File: config.mk
export PLATFORM = sky130hd
export DESIGN_NAME = wdog_top
export DESIGN_NICKNAME = d
export VERILOG_FILES = /design/src/rtl/wdog_pkg.sv /design/src/rtl/wdog_ctrl.sv /design/src/rtl/wdog_dp.sv /design/src/rtl/wdog_top.sv
export SDC_FILE = /design/constraint.sdc
export NUM_CORES = 1
export LEC_CHECK = 0
export BUFFER_PORTS_ARGS = -buffer_cell sky130_fd_sc_hd__buf_2
export CORE_MARGIN = 2
export CORE_UTILIZATION = 40
export DETAILED_ROUTE_END_ITERATION = 8
export GPL_TIMING_DRIVEN = 1
export PLACE_DENSITY = 0.62
export SLEW_MARGIN = 20
export SYNTH_ARGS = -nofsm -noshare
export SYNTH_HDL_FRONTEND = slang
export SYNTH_HIERARCHICAL = 1
export SYNTH_SLANG_ARGS = --single-unit
File: constraint.sdc
create_clock -name clk -period 3.2 [get_ports clk]
set_input_delay 0 -clock clk [delete_from_list [all_inputs] [get_ports clk]]
set_output_delay 0 -clock clk [all_outputs]
set_load 0.02 [all_outputs]
File: src/rtl/wdog_pkg.sv
package wdog_pkg;
  localparam int OFF_PING = 4;
  localparam int OFF_EN   = 8;
  localparam int OFF_STS  = 12;
  localparam int OFF_BARK = 16;
  localparam int OFF_BITE = 20;

  typedef struct packed {
    logic ping;
    logic enWr;
    logic barkWr;
    logic biteWr;
  } wdogStb_t;
endpackage

File: src/rtl/wdog_ctrl.sv
module wdog_ctrl
  import wdog_pkg::*;
#(
  parameter int ADDR_W = 5,
  parameter int DATA_W = 32,
  parameter int CNT_W  = 32
) (
  input  logic              busSel,
  input  logic              busWr,
  input  logic [ADDR_W-1:0] busAddr,
  input  logic              wrBit0,
  input  logic              enReg,
  input  logic              stsBit,
  input  logic [CNT_W-1:0]  barkVal,
  input  logic [CNT_W-1:0]  biteVal,
  output wdogStb_t          stb,
  output logic [DATA_W-1:0] busRdata
);
  logic wrHit, rdHit;

  always_comb begin
    wrHit = busSel && busWr;
    rdHit = busSel && !busWr;
    stb.ping   = wrHit && (busAddr == ADDR_W'(OFF_PING)) && wrBit0;
    stb.enWr   = wrHit && (busAddr == ADDR_W'(OFF_EN));
    stb.barkWr = wrHit && (busAddr == ADDR_W'(OFF_BARK));
    stb.biteWr = wrHit && (busAddr == ADDR_W'(OFF_BITE));
  end

  always_comb begin
    busRdata = '0;
    if (rdHit) begin
      unique case (busAddr)
        ADDR_W'(OFF_EN):   busRdata = DATA_W'(enReg);
        ADDR_W'(OFF_STS):  busRdata = DATA_W'(stsBit);
        ADDR_W'(OFF_BARK): busRdata = DATA_W'(barkVal);
        ADDR_W'(OFF_BITE): busRdata = DATA_W'(biteVal);
        default:           busRdata = '0;
      endcase
    end
  end
endmodule

File: src/rtl/wdog_dp.sv
module wdog_dp
  import wdog_pkg::*;
#(
  parameter int DATA_W = 32,
  parameter int CNT_W  = 32
) (
  input  logic              clk,
  input  logic              porRstN,
  input  logic              sysRstN,
  input  wdogStb_t          stb,
  input  logic [DATA_W-1:0] wrData,
  output logic              enReg,
  output logic [CNT_W-1:0]  barkVal,
  output logic [CNT_W-1:0]  biteVal,
  output logic              stsBit,
  output logic              barkIrq,
  output logic              biteRst
);
  logic [CNT_W-1:0] count;
  logic biteDone;
  logic rstN;
  logic barkHit, biteHit;

  assign rstN    = porRstN & sysRstN;
  assign barkHit = count >= barkVal;
  assign biteHit = count >= biteVal;
  assign barkIrq = enReg && barkHit;
  assign biteRst = enReg && biteHit && !biteDone;

  // Registers cleared by either reset
  always_ff @(posedge clk) begin
    if (!rstN) begin
      enReg    <= 1'b0;
      barkVal  <= '0;
      biteVal  <= '0;
      count    <= '0;
      biteDone <= 1'b0;
    end else begin
      if (stb.enWr)   enReg   <= wrData[0];
      if (stb.barkWr) barkVal <= wrData[CNT_W-1:0];
      if (stb.biteWr) biteVal <= wrData[CNT_W-1:0];

      if (stb.ping)
        count <= '0;
      else if (enReg && !biteHit)
        count <= count + 1'b1;

      if (stb.ping || (stb.enWr && !wrData[0]))
        biteDone <= 1'b0;
      else if (biteRst)
        biteDone <= 1'b1;
    end
  end

  // Sticky cause bit, power-on domain only
  always_ff @(posedge clk) begin
    if (!porRstN)
      stsBit <= 1'b0;
    else if (biteRst)
      stsBit <= 1'b1;
  end
endmodule

File: src/rtl/wdog_top.sv
module wdog_top
  import wdog_pkg::*;
#(
  parameter int ADDR_W = 5,
  parameter int DATA_W = 32,
  parameter int CNT_W  = 32
) (
  input  logic              clk,
  input  logic              porRstN,
  input  logic              sysRstN,
  input  logic              busSel,
  input  logic              busWr,
  input  logic [ADDR_W-1:0] busAddr,
  input  logic [DATA_W-1:0] busWdata,
  output logic [DATA_W-1:0] busRdata,
  output logic              barkIrq,
  output logic              biteRst
);
  wdogStb_t stb;
  logic enReg, stsBit;
  logic [CNT_W-1:0] barkVal, biteVal;

  wdog_ctrl #(.ADDR_W(ADDR_W), .DATA_W(DATA_W), .CNT_W(CNT_W)) u_ctrl (
    .busSel(busSel), .busWr(busWr), .busAddr(busAddr), .wrBit0(busWdata[0]),
    .enReg(enReg), .stsBit(stsBit), .barkVal(barkVal), .biteVal(biteVal),
    .stb(stb), .busRdata(busRdata)
  );

  wdog_dp #(.DATA_W(DATA_W), .CNT_W(CNT_W)) u_dp (
    .clk(clk), .porRstN(porRstN), .sysRstN(sysRstN), .stb(stb),
    .wrData(busWdata), .enReg(enReg), .barkVal(barkVal), .biteVal(biteVal),
    .stsBit(stsBit), .barkIrq(barkIrq), .biteRst(biteRst)
  );
endmodule

# After elaboration in Yosys (flattened, before gate mapping)
# Index checks and enable logic that the tools add are counted.
[op_classes]
bitwise_logic = 2
n_addsub = 1
n_eq_ne = 5
magnitude_cmp = 2
n_mux = 2
reduce_logical = 19
[ops]
columns = ["cell", "count"]
rows = [
  ["$pmux 32 s4", 1],
  ["$ge 32x32->1", 2],
  ["$add 32x1->32 const B", 1],
  ["$mux 32", 1],
  ["$logic_and 1x1->1", 12],
  ["$eq 5x4->1 const B", 2],
  ["$eq 5x5->1 const B", 2],
  ["$eq 5x3->1 const B", 1],
  ["$logic_not 1->1", 4],
  ["$reduce_or 2->1", 2],
  ["$and 1x1->1", 1],
  ["$logic_or 1x1->1", 1],
  ["$not 1->1", 1],
]
[totals]
in_bits = 42
output_inout_bits = 34
ff_bits = 99

# Depth between registers and ports, before layout
# Gate-level depths: netlist of the first run.
[depth]
ltp_word = 5
depth_mapped = 11
depth_no_buf = 9

# Cells and area by module
# The synthesis of the first run kept the hierarchy.
[by_module_without_submodules]
columns = ["module", "seq_area_each_um2", "n_inst", "area_each_um2", "cells_per_inst"]
rows = [
  ["wdog_dp", 1981.9, 1, 5695.5, 658],
  ["wdog_ctrl", 0.0, 1, 1193.6, 127],
]

# Worst setup path after synthesis of the first run
# No wires, ideal clock.
[synth_timing]
path_kind = "flip-flop to output port"
startpoint = "reg u_dp.biteVal[29]"
endpoint = "out biteRst"
stages_incl_launch_ff = 12
t_arrival_ns = 2.643
n_path_buf = 2
t_required_ns = 3.200
path_slack_ns = 0.557
cell_sequence = "dfxtp_1 > inv_1 > ha_1 > nand4_1 > nor4_1 > and3_1 > a32o_1 > or2_1 > buf_2 > buf_2 > nor2_1 > nor3b_1"
[synth_between]
elab_chain_cells = 3
[synth_rtl]
columns = ["element", "line_no", "text"]
rows = [
  ["start: declaration", "wdog_dp.sv:14", "output logic [CNT_W-1:0] biteVal,"],
  ["start signal: assignment", "wdog_dp.sv:41", "if (stb.biteWr) biteVal <= wrData[CNT_W-1:0];"],
  ["$ge 32x32->1", "wdog_dp.sv:26", "assign biteHit = count >= biteVal;"],
  ["$logic_and 1x1->1 (2 in a row)", "wdog_dp.sv:28", "assign biteRst = enReg && biteHit && !biteDone;"],
  ["end: declaration", "wdog_top.sv:17", "output logic biteRst"],
]
# Every way passes these cells.

# Final worst setup path of the first run
[layout_timing]
startpoint = "reg u_dp.biteVal[19]"
endpoint = "out biteRst"
# The elaborated chain is that of the path after synthesis.

==> results of run 1 <==
==> cell families (layout without fill, tap and decap cells) <==
kind of cell / after synthesis / after routing / share of synthesized area, %
other: 0 / 1 / 0
buffers and inverters: 119 / 227 / 7.610
adder cells (fa/ha/maj): 65 / 65 / 11.81
flip-flops: 99 / 99 / 28.77
AO/OA/AOI/OAI: 144 / 144 / 14.15
AND/OR/NAND/NOR: 287 / 287 / 27.39
multiplexers: 68 / 68 / 9.898
XOR/XNOR: 3 / 3 / 0.3815
==> area by class of cell <==
type,instances,area [µm²]
clock inverter,7,138.9
multi-input combinational,567,4402
antenna,1,2.502
sequential,99,1982
clock buffer,9,225.2
fill,1633,8458
inverter,73,274.0
tap,220,275.3
timing repair buffer,138,943.4
==> how the worst min path moves through the flow <==
stage               slack [ns]  cells after the start                            end
floorplan                 0.11                      2       u_dp/stsBit$_SDFFE_PN0P_
global placement          0.25                      3  u_dp/biteVal[22]$_SDFFE_PN0P_
detailed placement        0.26                      3  u_dp/barkVal[24]$_SDFFE_PN0P_
CTS                       0.21                      4        u_dp/enReg$_SDFFE_PN0P_
global route              0.23                      4        u_dp/enReg$_SDFFE_PN0P_
finish                    0.22                      4        u_dp/enReg$_SDFFE_PN0P_
==> report_power, final <==
group	internal, mW	switching (mW)
combinational	0.0785	0.0957
sequential	1.23	0.00120
clock	0.844	0.510
total	2.15	0.607
==> routing by layer <==
metal	global-route usage, %	part of all wire, %
met5	0	0
met4	4.572	1.3
met3	4.078	3.9
met2	32.83	45
met1	27.57	49
==> through the flow <==
stage          total power [mW]  instance area (µm²)  util, %  setup WS [ns]  hold slack (ns)
2_1_floorplan             1.347                 6889        -         0.5572           0.1127
3_3_place_gp              1.406                 7543    45.17         0.5060           0.2545
3_5_place_dp              1.406                 7543    45.17         0.4678           0.2628
4_1_cts                   2.780                 8238    49.33         0.1238           0.2139
5_1_grt                   2.853                 8243    49.36        0.09713           0.2307
6_report                  2.762                 8243    49.36         0.3913           0.2218
==> sequential cells by signal, summed over array words and instances, names as in the netlist <==
| name | flops |
|---|---|
| u_dp/biteDone | 1 |
| u_dp/count | 32 |
| u_dp/stsBit | 1 |
| u_dp/enReg | 1 |
| u_dp/barkVal | 32 |
| u_dp/biteVal | 32 |
==> repair_timing <==
item | 4_1_cts | 5_1_grt
hold endpoints to repair | 66 | 0
gates resized for setup | 0 | 1
endpoints found under the setup margin | 0 | 1
hold buffers | 33 | 0
==> critical path, cell delays in order, from the launching register on <==
cell and delay (ns):
dfxtp_1 0.35, inv_1 0.06, ha_1 0.32, nand2_1 0.06, o21a_1 0.19, o211ai_1 0.31, nand2_1 0.23, nand2_2 0.35
nor2_1 0.13, nor3b_1 0.25, buf_2 0.21
==> layout by cell type (no fill, tap or decap), types with 3 or more instances in the layout <==
cell           count
a21o_1            10
a21oi_1           48
a21oi_2           27
a31oi_1            3
and3_1             3
and4_1             3
buf_2             75
buf_4             29
bufinv_16          4
clkbuf_16          9
dfxtp_1           99
dlygate4sd3_1     33
ha_1              65
inv_1             73
mux2i_1           67
nand2_1           27
nand2_2            3
nand2b_1           3
nand3_1           40
nand3_2            8
nand3b_1          13
nand3b_4          20
nand4_1           20
nor2_1            85
nor3_1             9
nor3b_1            5
o211ai_1           4
o21a_1             8
o21ai_0           14
o31ai_1           14
or3_1              7
or4_1             16
==> results.py, run 1 <==
metrics = {
    "floorplanning": {
        "dieArea_um2": 18290,
        "std_cell_rows": 47,
        "ios": 76,
        "floorplan.die.height_um": 135.2,
        "start_util_pct": 41.25,
        "die-width_um": 135.2,
        "coreArea_um2": 16700,
    },
    "yosys": {
        "synth_cell_types": 69,
        "postSynth.topFlopCell": "dfxtp_1",
        "yosys-top-cells-count": "dfxtp_1, nor2_1, inv_1",
        "synth_warnings": 6,
        "synth.top_cell.area_share_pct": 28.77,
        "post-synth-top-count-cell": "dfxtp_1",
        "synth-seq-area-share_pct": 28.77,
        "postSynthNetCount": 892,
        "synth.avg_cell_area_um2": 8.776,
        "cell_area_after_synthesis_um2": 6889,
        "async_s_r_ff_share_synth_pct": 0,
        "syn_inst": 785,
        "synth.ff_latch_count": 99,
        "synth.largest_area_cell": "dfxtp_1",
        "post_synth_edffs": 0,
        "ranking_of_synthesized_cells_by_area": "dfxtp_1, ha_1, mux2i_1",
    },
    "clock_network": {
        "cts_root_buf": "clkbuf_16",
        "cts.clk_slew.worst_paths_ns": 0.07,
        "post_cts_buffers": 0,
        "cts_sinks": 99,
        "clock_latency_ns": 0.35,
        "clock_tree.buffer_depth": 2,
        "cts_max_level": 3,
        "cts_inserted_buffers": 9,
        "cts_tree": "built",
    },
    "sta": {
        "timing.final.crit_period_ns": 2.809,
        "grt_setup_unrepaired": "no",
        "worst_pin_slew_ns": 0.8916,
        "finalClockSkew_ns": 0.006272,
        "finalHoldViolations": 0,
        "period_share_pct": 87.77,
        "slew_headroom_pct": 40.34,
        "setup_tns_ns": 0,
        "finish_stage_setup_viols": 0,
        "report.final.slew_viol_count": 0,
        "achievable-frequency_ghz": 0.3560,
    },
    "grt": {
        "first_pass_grt_wire_length_mm": 29.50,
        "first_global_vias": 5781,
        "gr-usage-all-layers_pct": 20.16,
        "grt_max_degree": 41,
        "globalRouteOverflowTotal": 0,
        "antenna_found_initial": 1,
    },
    "cells_and_area": {
        "layout-drive-gt1-share_pct": 22.06,
        "fin_cells": 1114,
        "p_r_area_growth_vs_syn_pct": 19.65,
        "count_of_nets_after_finishing": 995,
    },
    "routing": {
        "routedWlPerCell_um": 16.04,
        "route.final.wire_length_mm": 17.87,
        "vias_per_cell": 5.351,
        "dr.first_iter.drc_count": 356,
        "drt_first_pass_iters": 5,
        "post-route-drc-count": 0,
        "antenna_viol_nets_final": 0,
        "number_of_vias_after_detailed_routing": 5961,
    },
    "worst_hold_path": {
        "hold_class": "in -> reg",
        "hold_path_startpoint": "busAddr[3]",
    },
    "power": {
        "static-leakage-power_nw": 3.504,
        "p_per_area_nw_per_um2": 335.0,
        "worst_ir_drop_vdd_mv": 0.2562,
    },
    "worst_setup_path": {
        "r2r-start": "u_dp/count[0]$_SDFFE_PP0P_",
        "start_kind": "register",
        "cp-end-kind": "primary output",
        "critPathCapture": "biteRst",
        "setup.reg_to_reg.worst_slack_ns": 0.41,
        "crit-reg2reg-capture": "u_dp/count[18]$_SDFFE_PP0P_",
        "worstPathMaxFanout": 20,
        "worst_setup_path_startpoint": "u_dp/biteVal[19]$_SDFFE_PN0P_",
        "worst-endpoint-required_ns": 3.20,
        "critPathArrivalTime_ns": 2.81,
        "type_of_the_worst_setup_path": "reg -> out",
        "worstRegToRegCells": 10,
    },
    "job": {
        "max_cap_viol_count": 0,
    },
    "place": {
        "place_hpwl_mm": 12.97,
        "numPortBuffers": 75,
        "place_inst": 1064,
        "final_estimated_routing_congestion_in_global_placement": 0.8423,
    },
    "run_status": {
        "status": "finished clean",
    },
}
Note: power is estimated with default switching activity, not from simulation.
==> run 2: changes to the inputs <==
==> constraint.sdc (replaced) <==
create_clock -name clk -period 3.4 [get_ports clk]
set_input_delay 0 -clock clk [delete_from_list [all_inputs] [get_ports clk]]
set_output_delay 0 -clock clk [all_outputs]
set_load 0.02 [all_outputs]
==> run 2 against run 1 <==
Clock skew increased by 0.0019 ns. Via count is 0.91% lower. Flip-flop and latch count unchanged. Wire length decreased by 0.99%. Cell area decreased by 1.7%. Count of clock-buffer cells in the layout grew 6. Non-clock buffer count is 11 lower. Critical path type unchanged. Largest cell class unchanged. Largest power group is now sequential cells.
==> results.py, run 2 (synthesized netlist as in run 1, its figures left out) <==
metrics = {
    "worst_setup_path": {
        "maximum_single_stage_delay_on_the_critical_path_ns": 0.59,
        "cp-end-kind": "primary output",
        "cp_common_cell": "nand2_1",
        "type_of_the_worst_setup_path": "reg -> out",
        "cp_slowest_cell": "nand2_1",
        "start_kind": "register",
        "crit_path_cell_trace": "inv_1 > ha_1 > nand2_1 > o21a_1 > a21oi_1 > nand2_1 > nand2_1 > nor2_1 > nor3b_1 > buf_2",
        "worstPathMaxFanout": 20,
        "critPathArrivalTime_ns": 3.03,
        "worst-endpoint-required_ns": 3.40,
    },
    "place": {
        "place_hpwl_mm": 12.72,
        "numPortBuffers": 75,
        "dp_worst_setup_slack_ns": 0.6166,
        "final_estimated_routing_congestion_in_global_placement": 0.8273,
        "postPlaceCellArea_um2": 7468,
        "place_inst": 1054,
    },
    "cells_and_area": {
        "layout_commonest_cell": "dfxtp_1",
        "layout-drive-gt1-share_pct": 20.75,
        "fillers": 1635,
        "p_r_area_growth_vs_syn_pct": 17.60,
        "layout_common_cells": "dfxtp_1, nor2_1, buf_2",
        "finalCoreUtilization_pct": 48.51,
        "top_regs": "u_dp/barkVal (32), u_dp/biteVal (32), u_dp/count (32)",
        "count_of_nets_after_finishing": 984,
        "fin_cells": 1104,
        "final_cell_area_um2": 8102,
    },
    "floorplanning": {
        "floorplan.die.height_um": 135.2,
        "die-width_um": 135.2,
        "coreArea_um2": 16700,
        "std_cell_rows": 47,
        "start_util_pct": 41.25,
        "ios": 76,
        "dieArea_um2": 18290,
    },
    "routing": {
        "post-route-drc-count": 0,
        "number_of_vias_after_detailed_routing": 5907,
        "routedWlPerCell_um": 16.02,
        "route.final.wire_length_mm": 17.69,
        "antenna_viol_nets_final": 0,
        "drt_first_pass_iters": 5,
        "dr.first_iter.drc_count": 313,
        "vias_per_cell": 5.351,
    },
    "job": {
        "max_cap_viol_count": 0,
    },
    "grt": {
        "groute.layer.met1.usage_pct": 27.16,
        "grt_max_degree": 64,
        "globalRouteOverflowTotal": 0,
        "antenna_found_initial": 2,
        "first_pass_grt_wire_length_mm": 29.09,
        "first_global_vias": 5583,
        "met3_track_demand_over_resource_pct": 4.003,
        "gr-usage-all-layers_pct": 19.91,
        "global_route.usage.met2_pct": 32.32,
        "busiest_layer": "met2",
    },
    "sta": {
        "slew_headroom_pct": 38.32,
        "finish_stage_setup_viols": 0,
        "worst_hold_slack_ns": 0.006324,
        "worst_pin_slew_ns": 0.9218,
        "report.final.slew_viol_count": 0,
        "grt_setup_unrepaired": "no",
        "finalHoldViolations": 0,
        "finalClockSkew_ns": 0.008184,
        "period_share_pct": 89.18,
        "timing.final.crit_period_ns": 3.032,
        "setup_tns_ns": 0,
        "achievable-frequency_ghz": 0.3298,
        "post-route-worst-setup-slack_ns": 0.3680,
    },
    "power": {
        "switching_share_pct": 22.26,
        "power_frac_clock_pct": 44.9,
        "power_frac_comb_pct": 6.7,
        "power_switching_uw": 534.1,
        "worst_ir_drop_vdd_mv": 0.2602,
        "static-leakage-power_nw": 3.414,
        "cell_internal_pwr_mw": 1.865,
        "power_mw": 2.399,
        "p_per_area_nw_per_um2": 296.1,
        "sequentialPowerShare_pct": 48.4,
    },
    "worst_hold_path": {
        "hold_class": "in -> reg",
    },
    "clock_network": {
        "post_cts_buffers": 0,
        "cts_root_buf": "clkbuf_16",
        "clock_tree.buffer_depth": 2,
        "clock_latency_ns": 0.35,
        "cts.clk_slew.worst_paths_ns": 0.07,
        "post_cts_resized": 0,
        "cts_tree": "built",
        "cts_inserted_buffers": 9,
        "cts_max_level": 3,
        "cts_hold_repair.buffers": 32,
        "cts_sinks": 99,
    },
    "run_status": {
        "status": "finished clean",
    },
}
run 2: final cells by class:
| class | count | area (µm²) | area share [%] |
|---|---|---|---|
| Sequential cell | 99 | 1982 | 24.46 |
| Antenna cell | 2 | 5.005 | 0.06178 |
| Timing Repair Buffer | 127 | 858.3 | 10.59 |
| Clock buffer | 15 | 277.8 | 3.429 |
| Tap cell | 220 | 275.3 | 3.398 |
| Inverter | 73 | 274.0 | 3.382 |
| Multi-Input combinational cell | 567 | 4399 | 54.30 |
| Clock inverter | 1 | 30.03 | 0.3707 |
run 2: power groups by stage:
stage | Clock, mW | Combinational [mW] | Sequential [mW]
6_report | 1.08 | 0.161 | 1.16
3_3_place_gp | 0 | 0.133 | 1.19
4_1_cts | 1.10 | 0.162 | 1.16
3_5_place_dp | 0 | 0.133 | 1.19
2_1_floorplan | 0 | 0.0801 | 1.19
5_1_grt | 1.15 | 0.174 | 1.16
run 2: worst max-delay path: cells and delay by family (launching register included):
family          cells  cell delay (ns)
compound gates      2             0.48
fa+ha+maj           1             0.31
buf+inv             2             0.27
flops               1             0.38
simple gates        5             1.24
run 2: routing by layer:
| layer | part of all wire, % | routed length [µm] | vias to the layer above |
|---|---|---|---|
| li1 | - | - | 2984 |
| met1 | 49 | 8588 | 2771 |
| met3 | 4.4 | 776 | 11 |
| met5 | 0 | 0 | - |
| met4 | 1.2 | 214 | 0 |
| met2 | 46 | 8109 | 141 |
run 2: final timing paths:
path / from / to / slack [ns] / cells after the start
min reg2reg: u_dp/stsBit$_SDFFE_PN0P_ / u_dp/stsBit$_SDFFE_PN0P_ / 0.49 / 2
max reg2reg: u_dp/count[0]$_SDFFE_PP0P_ / u_dp/count[26]$_SDFFE_PP0P_ / 0.55 / 10
min: busWdata[0] / u_dp/enReg$_SDFFE_PN0P_ / 0.006 / 3
max: u_dp/biteVal[27]$_SDFFE_PN0P_ / biteRst / 0.37 / 10
==> run 3: changes to the inputs <==
--- a/config.mk
+++ b/config.mk
@@ -10,6 +10,7 @@
 export CORE_UTILIZATION = 40
 export DETAILED_ROUTE_END_ITERATION = 8
 export GPL_TIMING_DRIVEN = 1
+export MAX_ROUTING_LAYER = met4
 export PLACE_DENSITY = 0.62
 export SLEW_MARGIN = 20
 export SYNTH_ARGS = -nofsm -noshare
==> run 3 against run 2 <==
Global-route usage rose by 0.58 points. Worst hold slack improved by 0.0028 ns. Combinational power barely moved. Wire length rose by 0.14%. Sequential share of layout area did not move. Flip-flop and latch count did not move. Critical path type unchanged. Total power barely moved. Clock power barely moved. Die area did not move. Non-clock buffer count did not move. Largest cell class unchanged.
==> results.py, run 3 (synthesized netlist as in run 1, its figures left out) <==
metrics = {
    "sta": {
        "post-route-worst-setup-slack_ns": 0.3760,
        "setup_tns_ns": 0,
        "achievable-frequency_ghz": 0.3307,
        "slew_headroom_pct": 39.40,
        "worst_pin_slew_ns": 0.9056,
        "finish_stage_setup_viols": 0,
        "report.final.slew_viol_count": 0,
        "finalClockSkew_ns": 0.007596,
        "timing.final.crit_period_ns": 3.024,
        "finalHoldViolations": 0,
        "period_share_pct": 88.94,
        "grt_setup_unrepaired": "no",
    },
    "clock_network": {
        "post_cts_resized": 0,
        "cts_inserted_buffers": 9,
        "clock_latency_ns": 0.35,
        "post_cts_buffers": 0,
        "cts_hold_repair.buffers": 32,
        "cts_sinks": 99,
        "cts.clk_slew.worst_paths_ns": 0.07,
        "cts_tree": "built",
        "clock_tree.buffer_depth": 2,
        "cts_root_buf": "clkbuf_16",
        "cts_max_level": 3,
    },
    "routing": {
        "dr.first_iter.drc_count": 314,
        "post-route-drc-count": 0,
        "antenna_viol_nets_final": 0,
        "vias_per_cell": 5.340,
        "drt_first_pass_iters": 5,
        "routedWlPerCell_um": 16.04,
        "route.final.wire_length_mm": 17.71,
        "number_of_vias_after_detailed_routing": 5895,
    },
    "place": {
        "dp_worst_setup_slack_ns": 0.6166,
        "numPortBuffers": 75,
        "final_estimated_routing_congestion_in_global_placement": 0.8399,
        "place_hpwl_mm": 12.72,
    },
    "floorplanning": {
        "die-width_um": 135.2,
        "start_util_pct": 41.25,
        "dieArea_um2": 18290,
        "floorplan.die.height_um": 135.2,
        "ios": 76,
        "coreArea_um2": 16700,
        "std_cell_rows": 47,
    },
    "worst_setup_path": {
        "setup.reg_to_reg.worst_slack_ns": 0.55,
        "type_of_the_worst_setup_path": "reg -> out",
        "cp-end-kind": "primary output",
        "cp_common_cell": "nand2_1",
        "cp_slowest_cell": "nand2_1",
        "worst-endpoint-required_ns": 3.40,
        "crit_path_cell_trace": "inv_1 > ha_1 > nand2_1 > o21a_1 > a21oi_1 > nand2_1 > nand2_1 > nor2_1 > nor3b_1 > buf_2",
        "worstPathMaxFanout": 20,
        "maximum_single_stage_delay_on_the_critical_path_ns": 0.58,
        "critPathArrivalTime_ns": 3.02,
        "start_kind": "register",
    },
    "cells_and_area": {
        "count_of_nets_after_finishing": 984,
        "p_r_area_growth_vs_syn_pct": 17.60,
        "finalCoreUtilization_pct": 48.51,
        "layout_commonest_cell": "dfxtp_1",
        "layout_common_cells": "dfxtp_1, nor2_1, buf_2",
        "top_regs": "u_dp/barkVal (32), u_dp/biteVal (32), u_dp/count (32)",
        "layout-drive-gt1-share_pct": 20.75,
    },
    "power": {
        "static-leakage-power_nw": 3.414,
        "worst_ir_drop_vdd_mv": 0.2601,
        "p_per_area_nw_per_um2": 296.4,
    },
    "grt": {
        "globalRouteOverflowTotal": 0,
        "grt_max_degree": 64,
        "first_global_vias": 5584,
        "antenna_found_initial": 2,
        "gr-usage-all-layers_pct": 20.49,
        "first_pass_grt_wire_length_mm": 29.06,
    },
    "worst_hold_path": {
        "hold_class": "in -> reg",
    },
    "run_status": {
        "status": "finished clean",
    },
    "job": {
        "max_cap_viol_count": 0,
    },
}
## run 3: cell counts in the layout (fill, tap and decap cells not counted)
No cell type changed its count.
## run 3: final timing paths
kind / to / startpoint / cells after the start
max: biteRst / u_dp/biteVal[27]$_SDFFE_PN0P_ / 10
min: u_dp/enReg$_SDFFE_PN0P_ / busWdata[0] / 3
max reg2reg: u_dp/count[13]$_SDFFE_PP0P_ / u_dp/count[0]$_SDFFE_PP0P_ / 10
min reg2reg: u_dp/stsBit$_SDFFE_PN0P_ / u_dp/stsBit$_SDFFE_PN0P_ / 2
## run 3: routing by layer
layer	wire length [µm]	vias up	global-route usage, %	part of all wire, %
met5	0	-	-	0
met1	8710	2773	27.16	49
met3	741	11	4.003	4.2
met2	8047	124	32.32	45
met4	213	0	4.977	1.2
li1	-	2987	-	-
## run 3: layout make-up
cell class / instances / area [µm²]
Inverter: 73 / 274.0
Antenna cell: 2 / 5.005
Clock inverter: 1 / 30.03
Timing Repair Buffer: 127 / 858.3
Clock buffer: 15 / 277.8
Sequential cell: 99 / 1982
Multi-Input combinational cell: 567 / 4399
Fill cell: 1635 / 8600
Tap cell: 220 / 275.3
## run 3: through the flow
stage	hold slack (ns)	area, µm²	total power [mW]	std cells
after floorplan	0.1127	6889	1.268	785
after global placement	0.2556	7468	1.321	1054
after detailed placement	0.2555	7468	1.321	1054
after CTS	0.003375	8097	2.421	1102
after global routing	0.02405	8102	2.480	1104
final	0.009131	8102	2.401	1104
## run 3: worst max-delay path, delay by kind of cell (launching register included)
family          cells  cell delay, ns
simple gates        5            1.22
flops               1            0.38
buf+inv             2            0.27
compound gates      2            0.48
fa+ha+maj           1            0.31
## run 3: power breakdown
part	switching (mW)	leakage (nW)	internal (mW)	total (mW)
clock network	0.445	0.150	0.633	1.08
logic	0.0896	2.47	0.0719	0.162
registers	0.00114	0.797	1.16	1.16
